===== config.mk =====
export PLATFORM = sky130hd
export DESIGN_NAME = pvt_dly_scaler
export DESIGN_NICKNAME = d
export VERILOG_FILES = /design/src/rtl/pvt_dly_pkg.sv /design/src/rtl/pvt_dly_lane_map.sv /design/src/rtl/pvt_dly_stat_sat.sv /design/src/rtl/pvt_dly_scaler.sv
export SDC_FILE = /design/constraint.sdc
export NUM_CORES = 1
export LEC_CHECK = 0
export ABC_AREA = 0
export BUFFER_PORTS_ARGS = -buffer_cell sky130_fd_sc_hd__clkbuf_2
export CORE_ASPECT_RATIO = 1.5
export CORE_MARGIN = 2
export CORE_UTILIZATION = 40
export CTS_CLUSTER_DIAMETER = 80
export DETAILED_ROUTE_END_ITERATION = 8
export GPL_TIMING_DRIVEN = 1
export MAX_ROUTING_LAYER = met4
export SLEW_MARGIN = 20
export SYNTH_ARGS = -nofsm -noshare
export SYNTH_HDL_FRONTEND = slang
export SYNTH_SLANG_ARGS = --single-unit

===== constraint.sdc =====
create_clock -name clk -period 23.5 [get_ports clk]
set_input_delay 4.7 -clock clk [delete_from_list [all_inputs] [get_ports clk]]
set_output_delay 4.7 -clock clk [all_outputs]
set_load 0.01 [all_outputs]

===== src/rtl/pvt_dly_pkg.sv =====
// Package: shared constants for the delay tap scaler.
// Assumes the period is divided into a power-of-two number of steps.
package pvt_dly_pkg;
    localparam int LANES_DEF  = 5;   // four read bytes plus one write lane
    localparam int STEP_LOG2  = 9;   // 512 fractional steps per period
endpackage


===== src/rtl/pvt_dly_lane_map.sv =====
// Module: combinational scaler for one lane.
// Computes floor(meas*frac/2^STEP_LOG2) + off and clamps it to [0, meas/2].
// Assumes SUM_W is wide enough that the sum of scaled and offset never wraps.
module pvt_dly_lane_map #(
    parameter int MEAS_W = 10,
    parameter int FRAC_W = 8,
    parameter int OFF_W  = 8
) (
    input  logic [MEAS_W-1:0]        meas,
    input  logic [FRAC_W-1:0]        frac,
    input  logic signed [OFF_W-1:0]  off,
    output logic [MEAS_W-1:0]        taps
);
    localparam int PROD_W = MEAS_W + FRAC_W;
    localparam int SCL_W  = PROD_W - pvt_dly_pkg::STEP_LOG2;
    localparam int WIDE_W = (SCL_W > OFF_W) ? SCL_W : OFF_W;
    localparam int SUM_W  = ((WIDE_W > MEAS_W) ? WIDE_W : MEAS_W) + 2;

    logic [PROD_W-1:0]        prod;
    logic [SCL_W-1:0]         scaled;
    logic signed [SUM_W-1:0]  scl_s;
    logic signed [SUM_W-1:0]  off_s;
    logic signed [SUM_W-1:0]  sum;
    logic signed [SUM_W-1:0]  half_s;

    // Scale the fraction by the measured period and add the signed offset.
    always_comb begin
        prod   = PROD_W'(meas) * PROD_W'(frac);
        scaled = SCL_W'(prod >> pvt_dly_pkg::STEP_LOG2);
        scl_s  = SUM_W'(scaled);
        off_s  = SUM_W'(off);
        sum    = scl_s + off_s;
        half_s = SUM_W'(meas >> 1);
    end

    // Clamp the sum to the legal range of zero up to half a period.
    always_comb begin
        if (sum < 0)
            taps = '0;
        else if (sum > half_s)
            taps = meas >> 1;
        else
            taps = sum[MEAS_W-1:0];
    end
endmodule


===== src/rtl/pvt_dly_stat_sat.sv =====
// Module: saturates a tap count to the width of the status field.
// Assumes STAT_W <= IN_W.
module pvt_dly_stat_sat #(
    parameter int IN_W   = 10,
    parameter int STAT_W = 8
) (
    input  logic [IN_W-1:0]   taps,
    output logic [STAT_W-1:0] stat
);
    localparam logic [IN_W-1:0] STAT_MAX = IN_W'((1 << STAT_W) - 1);

    // Pass the count through, or all ones when it does not fit.
    always_comb begin
        if (taps > STAT_MAX)
            stat = '1;
        else
            stat = STAT_W'(taps);
    end
endmodule


===== src/rtl/pvt_dly_scaler.sv =====
// Module: top of the delay tap scaler.
// Builds one lane mapper per lane, registers all lane results and the
// write-lane status while meas_en is high, and holds them otherwise.
// Assumes the highest-numbered lane is the write lane.
module pvt_dly_scaler #(
    parameter int N_LANE = pvt_dly_pkg::LANES_DEF,
    parameter int MEAS_W = 10,
    parameter int FRAC_W = 8,
    parameter int OFF_W  = 8,
    parameter int STAT_W = 8
) (
    input  logic                       clk,
    input  logic                       rst_n,
    input  logic                       meas_en,
    input  logic [MEAS_W-1:0]          meas_taps,
    input  logic [N_LANE*FRAC_W-1:0]   frac_set,
    input  logic [N_LANE*OFF_W-1:0]    tap_off,
    output logic [N_LANE*MEAS_W-1:0]   lane_taps,
    output logic [STAT_W-1:0]          wr_status
);
    localparam int WR_IDX = N_LANE - 1;

    logic [MEAS_W-1:0] calc   [N_LANE];
    logic [MEAS_W-1:0] lane_q [N_LANE];
    logic [STAT_W-1:0] stat_d;
    logic [STAT_W-1:0] stat_q;

    for (genvar i = 0; i < N_LANE; i++) begin : g_lane
        logic signed [OFF_W-1:0] off_i;
        assign off_i = $signed(tap_off[i*OFF_W +: OFF_W]);

        pvt_dly_lane_map #(
            .MEAS_W (MEAS_W),
            .FRAC_W (FRAC_W),
            .OFF_W  (OFF_W)
        ) u_map (
            .meas (meas_taps),
            .frac (frac_set[i*FRAC_W +: FRAC_W]),
            .off  (off_i),
            .taps (calc[i])
        );

        // Capture this lane's result while measuring, hold it otherwise.
        always_ff @(posedge clk) begin
            if (!rst_n)
                lane_q[i] <= '0;
            else if (meas_en)
                lane_q[i] <= calc[i];
        end

        assign lane_taps[i*MEAS_W +: MEAS_W] = lane_q[i];

        // a captured result never exceeds half the measured period.
        a_r4_half_ceiling: assert property (@(posedge clk) disable iff (!rst_n)
            meas_en |=> (lane_q[i] <= ($past(meas_taps) >> 1)));

        // a zero fraction with a non-positive offset floors at zero.
        a_r3_zero_floor: assert property (@(posedge clk) disable iff (!rst_n)
            (meas_en && frac_set[i*FRAC_W +: FRAC_W] == '0 && off_i <= 0)
            |=> (lane_q[i] == '0));

        // with the enable low the lane result does not move.
        a_r7_lane_hold: assert property (@(posedge clk) disable iff (!rst_n)
            !meas_en |=> $stable(lane_q[i]));

        // reset clears the lane.
        a_r1_lane_clear: assert property (@(posedge clk)
            !rst_n |=> (lane_q[i] == '0));
    end

    pvt_dly_stat_sat #(
        .IN_W   (MEAS_W),
        .STAT_W (STAT_W)
    ) u_sat (
        .taps (calc[WR_IDX]),
        .stat (stat_d)
    );

    // Capture the saturated write-lane total alongside the lanes.
    always_ff @(posedge clk) begin
        if (!rst_n)
            stat_q <= '0;
        else if (meas_en)
            stat_q <= stat_d;
    end

    assign wr_status = stat_q;

    // the status register tracks the write-lane register, saturated.
    a_r6_status_track: assert property (@(posedge clk) disable iff (!rst_n)
        (lane_q[WR_IDX] > MEAS_W'((1 << STAT_W) - 1)) ? (stat_q == '1)
                                                      : (MEAS_W'(stat_q) == lane_q[WR_IDX]));

    // with the enable low the status does not move.
    a_r7_stat_hold: assert property (@(posedge clk) disable iff (!rst_n)
        !meas_en |=> $stable(stat_q));
endmodule


; Yosys cells after proc, flatten, opt, wreduce, memory -nomap -nowiden
; Memory sizes are Yosys's and may differ from the RTL's.
; Index checks and enable logic that the tools add are counted.
[word_totals]
ff_bits = 8
mem_bits_rw = 50
output_inout_bits = 58
wordCells = 48
n_memories = 1
[classes]
add_sub_neg = 5
n_mul = 5
n_lt_le_gt_ge = 11
muxes = 20
bitwise_logic = 5
[memory_table]
columns = memory, depth, width, rd, rd_ports_with_merged_regs, write_ports, line_no
row1 = lane_q, 5, 10, 5, 0, 5, pvt_dly_scaler.sv:24  ; logic [MEAS_W-1:0] lane_q [N_LANE];
[op_table]
columns = op, count
row1 = $mux 10, 15
row2 = $mul 10x8->18, 5
row3 = $add 10x8->11, 5
row4 = $gt 11x10->1, 5
row5 = $lt 11x1->1 const B, 5
row6 = $gt 10x8->1 const B, 1
row7 = $mux 8, 1
row8 = $or 1x1->1, 5
row9 = $mux 1, 4

; Longest topological paths before layout
[depth]
ltp_word = 7
depth_mapped = 36
depth_no_buf = 33

; By module
; From an unflattened synthesis, not the netlist that was laid out.
[unflattened]
hier_cells = 2170
area_unflattened_um2 = 18949.4
[by_module_without_submodules]
columns = mod, instances, cells_each, area_per_inst_um2, seq_area_each_um2
row1 = pvt_dly_lane_map (g_lane[0].u_map ...), 2, 409, 3311.9, 0.0
row2 = pvt_dly_lane_map (g_lane[2].u_map), 1, 405, 3363.2, 0.0
row3 = pvt_dly_lane_map (g_lane[3].u_map), 1, 409, 3344.5, 0.0
row4 = pvt_dly_lane_map (g_lane[4].u_map), 1, 392, 3339.5, 0.0
row5 = pvt_dly_scaler, 1, 138, 2228.4, 1661.6
row6 = pvt_dly_stat_sat, 1, 8, 50.0, 0.0

; Worst setup path after synthesis
; Ideal clock, no wire load.
[synth_path]
path_type = input-to-reg
start = input meas_taps[5]
end = memory lane_q[1][0] (data pin)
t_arrival_ns = 11.517
setup_slack_ns = 11.708
path_stages = 30
cell_sequence = clkbuf_1 clkbuf_1 nand2_1 fa_1 fa_1 inv_1 fa_1 inv_1 fa_1 inv_1 ha_1 a2111oi_0 o21ai_1 a41oi_2 o22ai_1 o21ai_1 nand2b_1 a21oi_1 xnor2_1 ha_1 o41ai_1 xnor2_1 ha_1 a21o_1 a21oi_1 or3b_2 a21oi_1 buf_4 mux2i_1 nor2_1
[synth_rtl]
columns = element, line_no
row1 = from (decl), pvt_dly_scaler.sv:15  ; input logic [MEAS_W-1:0] meas_taps,
row2 = to (decl), pvt_dly_scaler.sv:24

==> summary.txt <==
Outcome
  • Status: complete, no violations

Synthesis
  • Ys Warns: 0
  • Syn_area_per_cell: 8.860 um^2
  • Simple-gate area share of the yosys netlist: 18.85%
  • Mapped Cells: 1928
  • XOR/XNOR Fraction of Synth Area: 4.095%
  • Netlist cell types: 71
  • Synth Area in Compound Gates: 7.677%
  • Post-synthesis mux area share: 2.542%
  • Syn Std Cell Area: 0.01708 mm^2
  • Largest family of logic cells by synthesized area: adder cells
  • EDFF count, synth: 50
  • Share of the synthesized area in the top cell type: 28.13%
  • Ys flop type: edfxtp_1
  • Seq/Total Area, Yosys: 9.728%
  • Post-synthesis cell type with the largest combined area: fa_1
  • Post-synthesis async set-or-reset flop share: 0%
  • Synth area leaders: fa_1 28%, ha_1 20%, edfxtp_1 8.8%
  • Flops & latches, synth: 58
  • Adder-Cell Fraction of Synth Area: 47.98%

Routing
  • Detail Route Antenna Nets: 0
  • Post-detailed-route wirelength per cell: 16.28 um
  • Final wirelength: 42190 um
  • DRC Markers: 0
  • Drt pass-1 iters: 5
  • Via density: 5.064
  • Vias post-DR: 13130
  • Drt first-iter violations: 530

Clock network
  • CTS resizes: 0
  • Hold buffer count at CTS: 0
  • Worst-path clk slew: 0.05 ns
  • Post-CTS Setup Bufs: 0
  • Clock latency on the worst-skew pair: 0.33 ns
  • Clk root buf: clkbuf_16
  • CTS tree: built
  • CTS max path bufs: 2
  • CTS sink count: 58
  • CTS Buf Count: 9
  • H-tree depth: 3

Setup path
  • Data required, critical path: 23.55 ns
  • CP Data Arrival Time: 12.84 ns
  • Setup crit start kind: primary input
  • R2R Path Start: wr_status[5]
  • Crit. End Element: flop
  • CP max FO: 33
  • Slowest cell delay on critical path: 0.81 ns
  • Slowest-stage cell, CP: a21oi_1
  • CP most frequent cell: fa_1
  • Crit Path Category: primary input to flop
  • Crit path launch: meas_taps[1]

Place
  • Count of input and output buffers: 150
  • Final GP Congestion: 0.8549
  • Final HPWL DP: 33550 um

Timing
  • Max Slew Vio Count: 0
  • Worst Tran Pin Value: 1.044 ns
  • Minimum clock period: 12.79 ns
  • Slew HR: 30.39%
  • Final hold vios: 0
  • Fmax achieved: 78.20 MHz
  • Tcrit/Tclk final: 54.42%
  • RSZ-0062 raised after global routing: false
  • Clk_skew: 0 ns
  • Setup tns final: 0 ns
  • # setup viols final: 0

GRT
  • M2 GR Usage: 35.26%
  • Vias in the first global route: 13990
  • Largest net degree at the start of global routing: 51
  • Met1 Usage GRT: 24.39%
  • Global-route usage over all layers: 20.05%
  • Met3 Track Usage GR: 2.128%
  • GRT Max-Usage Layer: met2
  • Gr ovfl total: 0
  • First-pass GRT wire length: 70480 um
  • Antenna violations before repair: 4

Die
  • Area of the core: 0.04213 mm^2
  • Die width: 172.7 um
  • Die H: 257.1 um
  • Die area: 0.04441 mm^2
  • FP Rows: 92
  • Starting Density: 40.54%
  • IO Pins: 151

Layout
  • Nets: 2623
  • Area grow syn2layout: 8.783%
  • Share of layout cells above drive strength 1: 9.980%

Hold path
  • Worst hold path startpoint: wr_status[4]
  • HP Class: flop to flop

Power
  • Leakage: 9.516 nW
  • Power density cells: 144.7 mW/mm^2
  • Tot Pwr: 2.688 mW
  • Peak supply drop: 0.00008796 V

Flow run
  • Max cap viols: 0
## worst max-delay path, delay by kind of cell
| kind | cells | cell delay, ns |
|---|---|---|
| AOI/OAI and AO/OA | 10 | 3.10 |
| xor gates and xnor gates | 2 | 0.30 |
| and+or+nand+nor | 4 | 0.76 |
| muxes | 1 | 0.28 |
| buffers and inverters | 6 | 0.91 |
| adders and majority gates | 7 | 2.74 |
## metal layers
layer,wire length [um],vias up
met3,1830,42
met4,918,0
li1,-,6327
met1,18360,6452
met2,21080,304
met5,0,-
## flip-flops by register name, indices dropped and copies added, names as in the netlist
signal and cells:
lane_q 50, wr_status 8
## path summary, 6_finish.rpt
check | endpoint | slack (ns) | depth (start not counted)
worst min register to register | wr_status[4] | 0.46 | 1
worst max register to register | wr_status[5] | 22.83 | 1
worst max-delay path | lane_q[1][5] | 10.71 | 30
worst min-delay path | wr_status[4] | 0.46 | 1
## power breakdown
group	internal, mW	total, mW	switching (mW)
Clock	0.0871	0.130	0.0429
Sequential	0.153	0.163	0.0101
Combinational	1.05	2.40	1.34
Total	1.29	2.69	1.40
## area by class of cell
cell class / instances / area [um^2]
diodes: 4 / 10.01
clock buffers: 13 / 260.3
clock inverters: 3 / 38.79
fillers: 4232 / 23550
inverters: 318 / 1194
multi-input cells: 1471 / 13880
flip-flops and latches: 58 / 1662
well taps: 564 / 705.7
repair buffers: 161 / 833.3
## kinds of logic after synthesis
family / Yosys count
AO/OA/AOI/OAI: 181
buffers and inverters: 403
adder cells (fa/ha/maj): 511
multiplexers: 43
AND/OR/NAND/NOR: 652
XOR/XNOR: 79
flip-flops: 58
other: 1
## Yosys cell counts, types with 25 or more instances
cell type and instances:
clkbuf_1 53, ha_1 271, and2_1 197, xor2_1 27, edfxtp_1 50, o21ai_0 25
fa_1 240, mux2i_1 42, nand2_1 225, a21oi_1 49, nor2_1 113, inv_1 318
xnor2_1 51, nor3_1 31
## placed cells by master (no fill, tap or decap), drive strengths merged, types with 17 or more instances in the layout
master and count:
fa 240, edfxtp 50, a21o 17, nor2 115, mux2i 43, clkbuf 163
o21ai 34, and2 197, ha 271, nor3 31, nand2 225, inv 318
xor2 28, xnor2 51, nor2b 21, a21oi 52, nand3 23
## metrics by stage
step | std cells | setup WS, ns | util, % | hold WS (ns) | instance area (um^2)
floorplan | 1932 | 11.71 | - | 0.5080 | 17100
global placement | 2572 | 10.53 | 43.37 | 0.4520 | 18270
detailed placement | 2572 | 10.38 | 43.37 | 0.4546 | 18270
CTS | 2588 | 10.73 | 44.08 | 0.4668 | 18570
global route | 2592 | 10.07 | 44.10 | 0.4766 | 18580
finish | 2592 | 10.71 | 44.10 | 0.4624 | 18580
No activity file was read; power rests on OpenSTA's default activity.
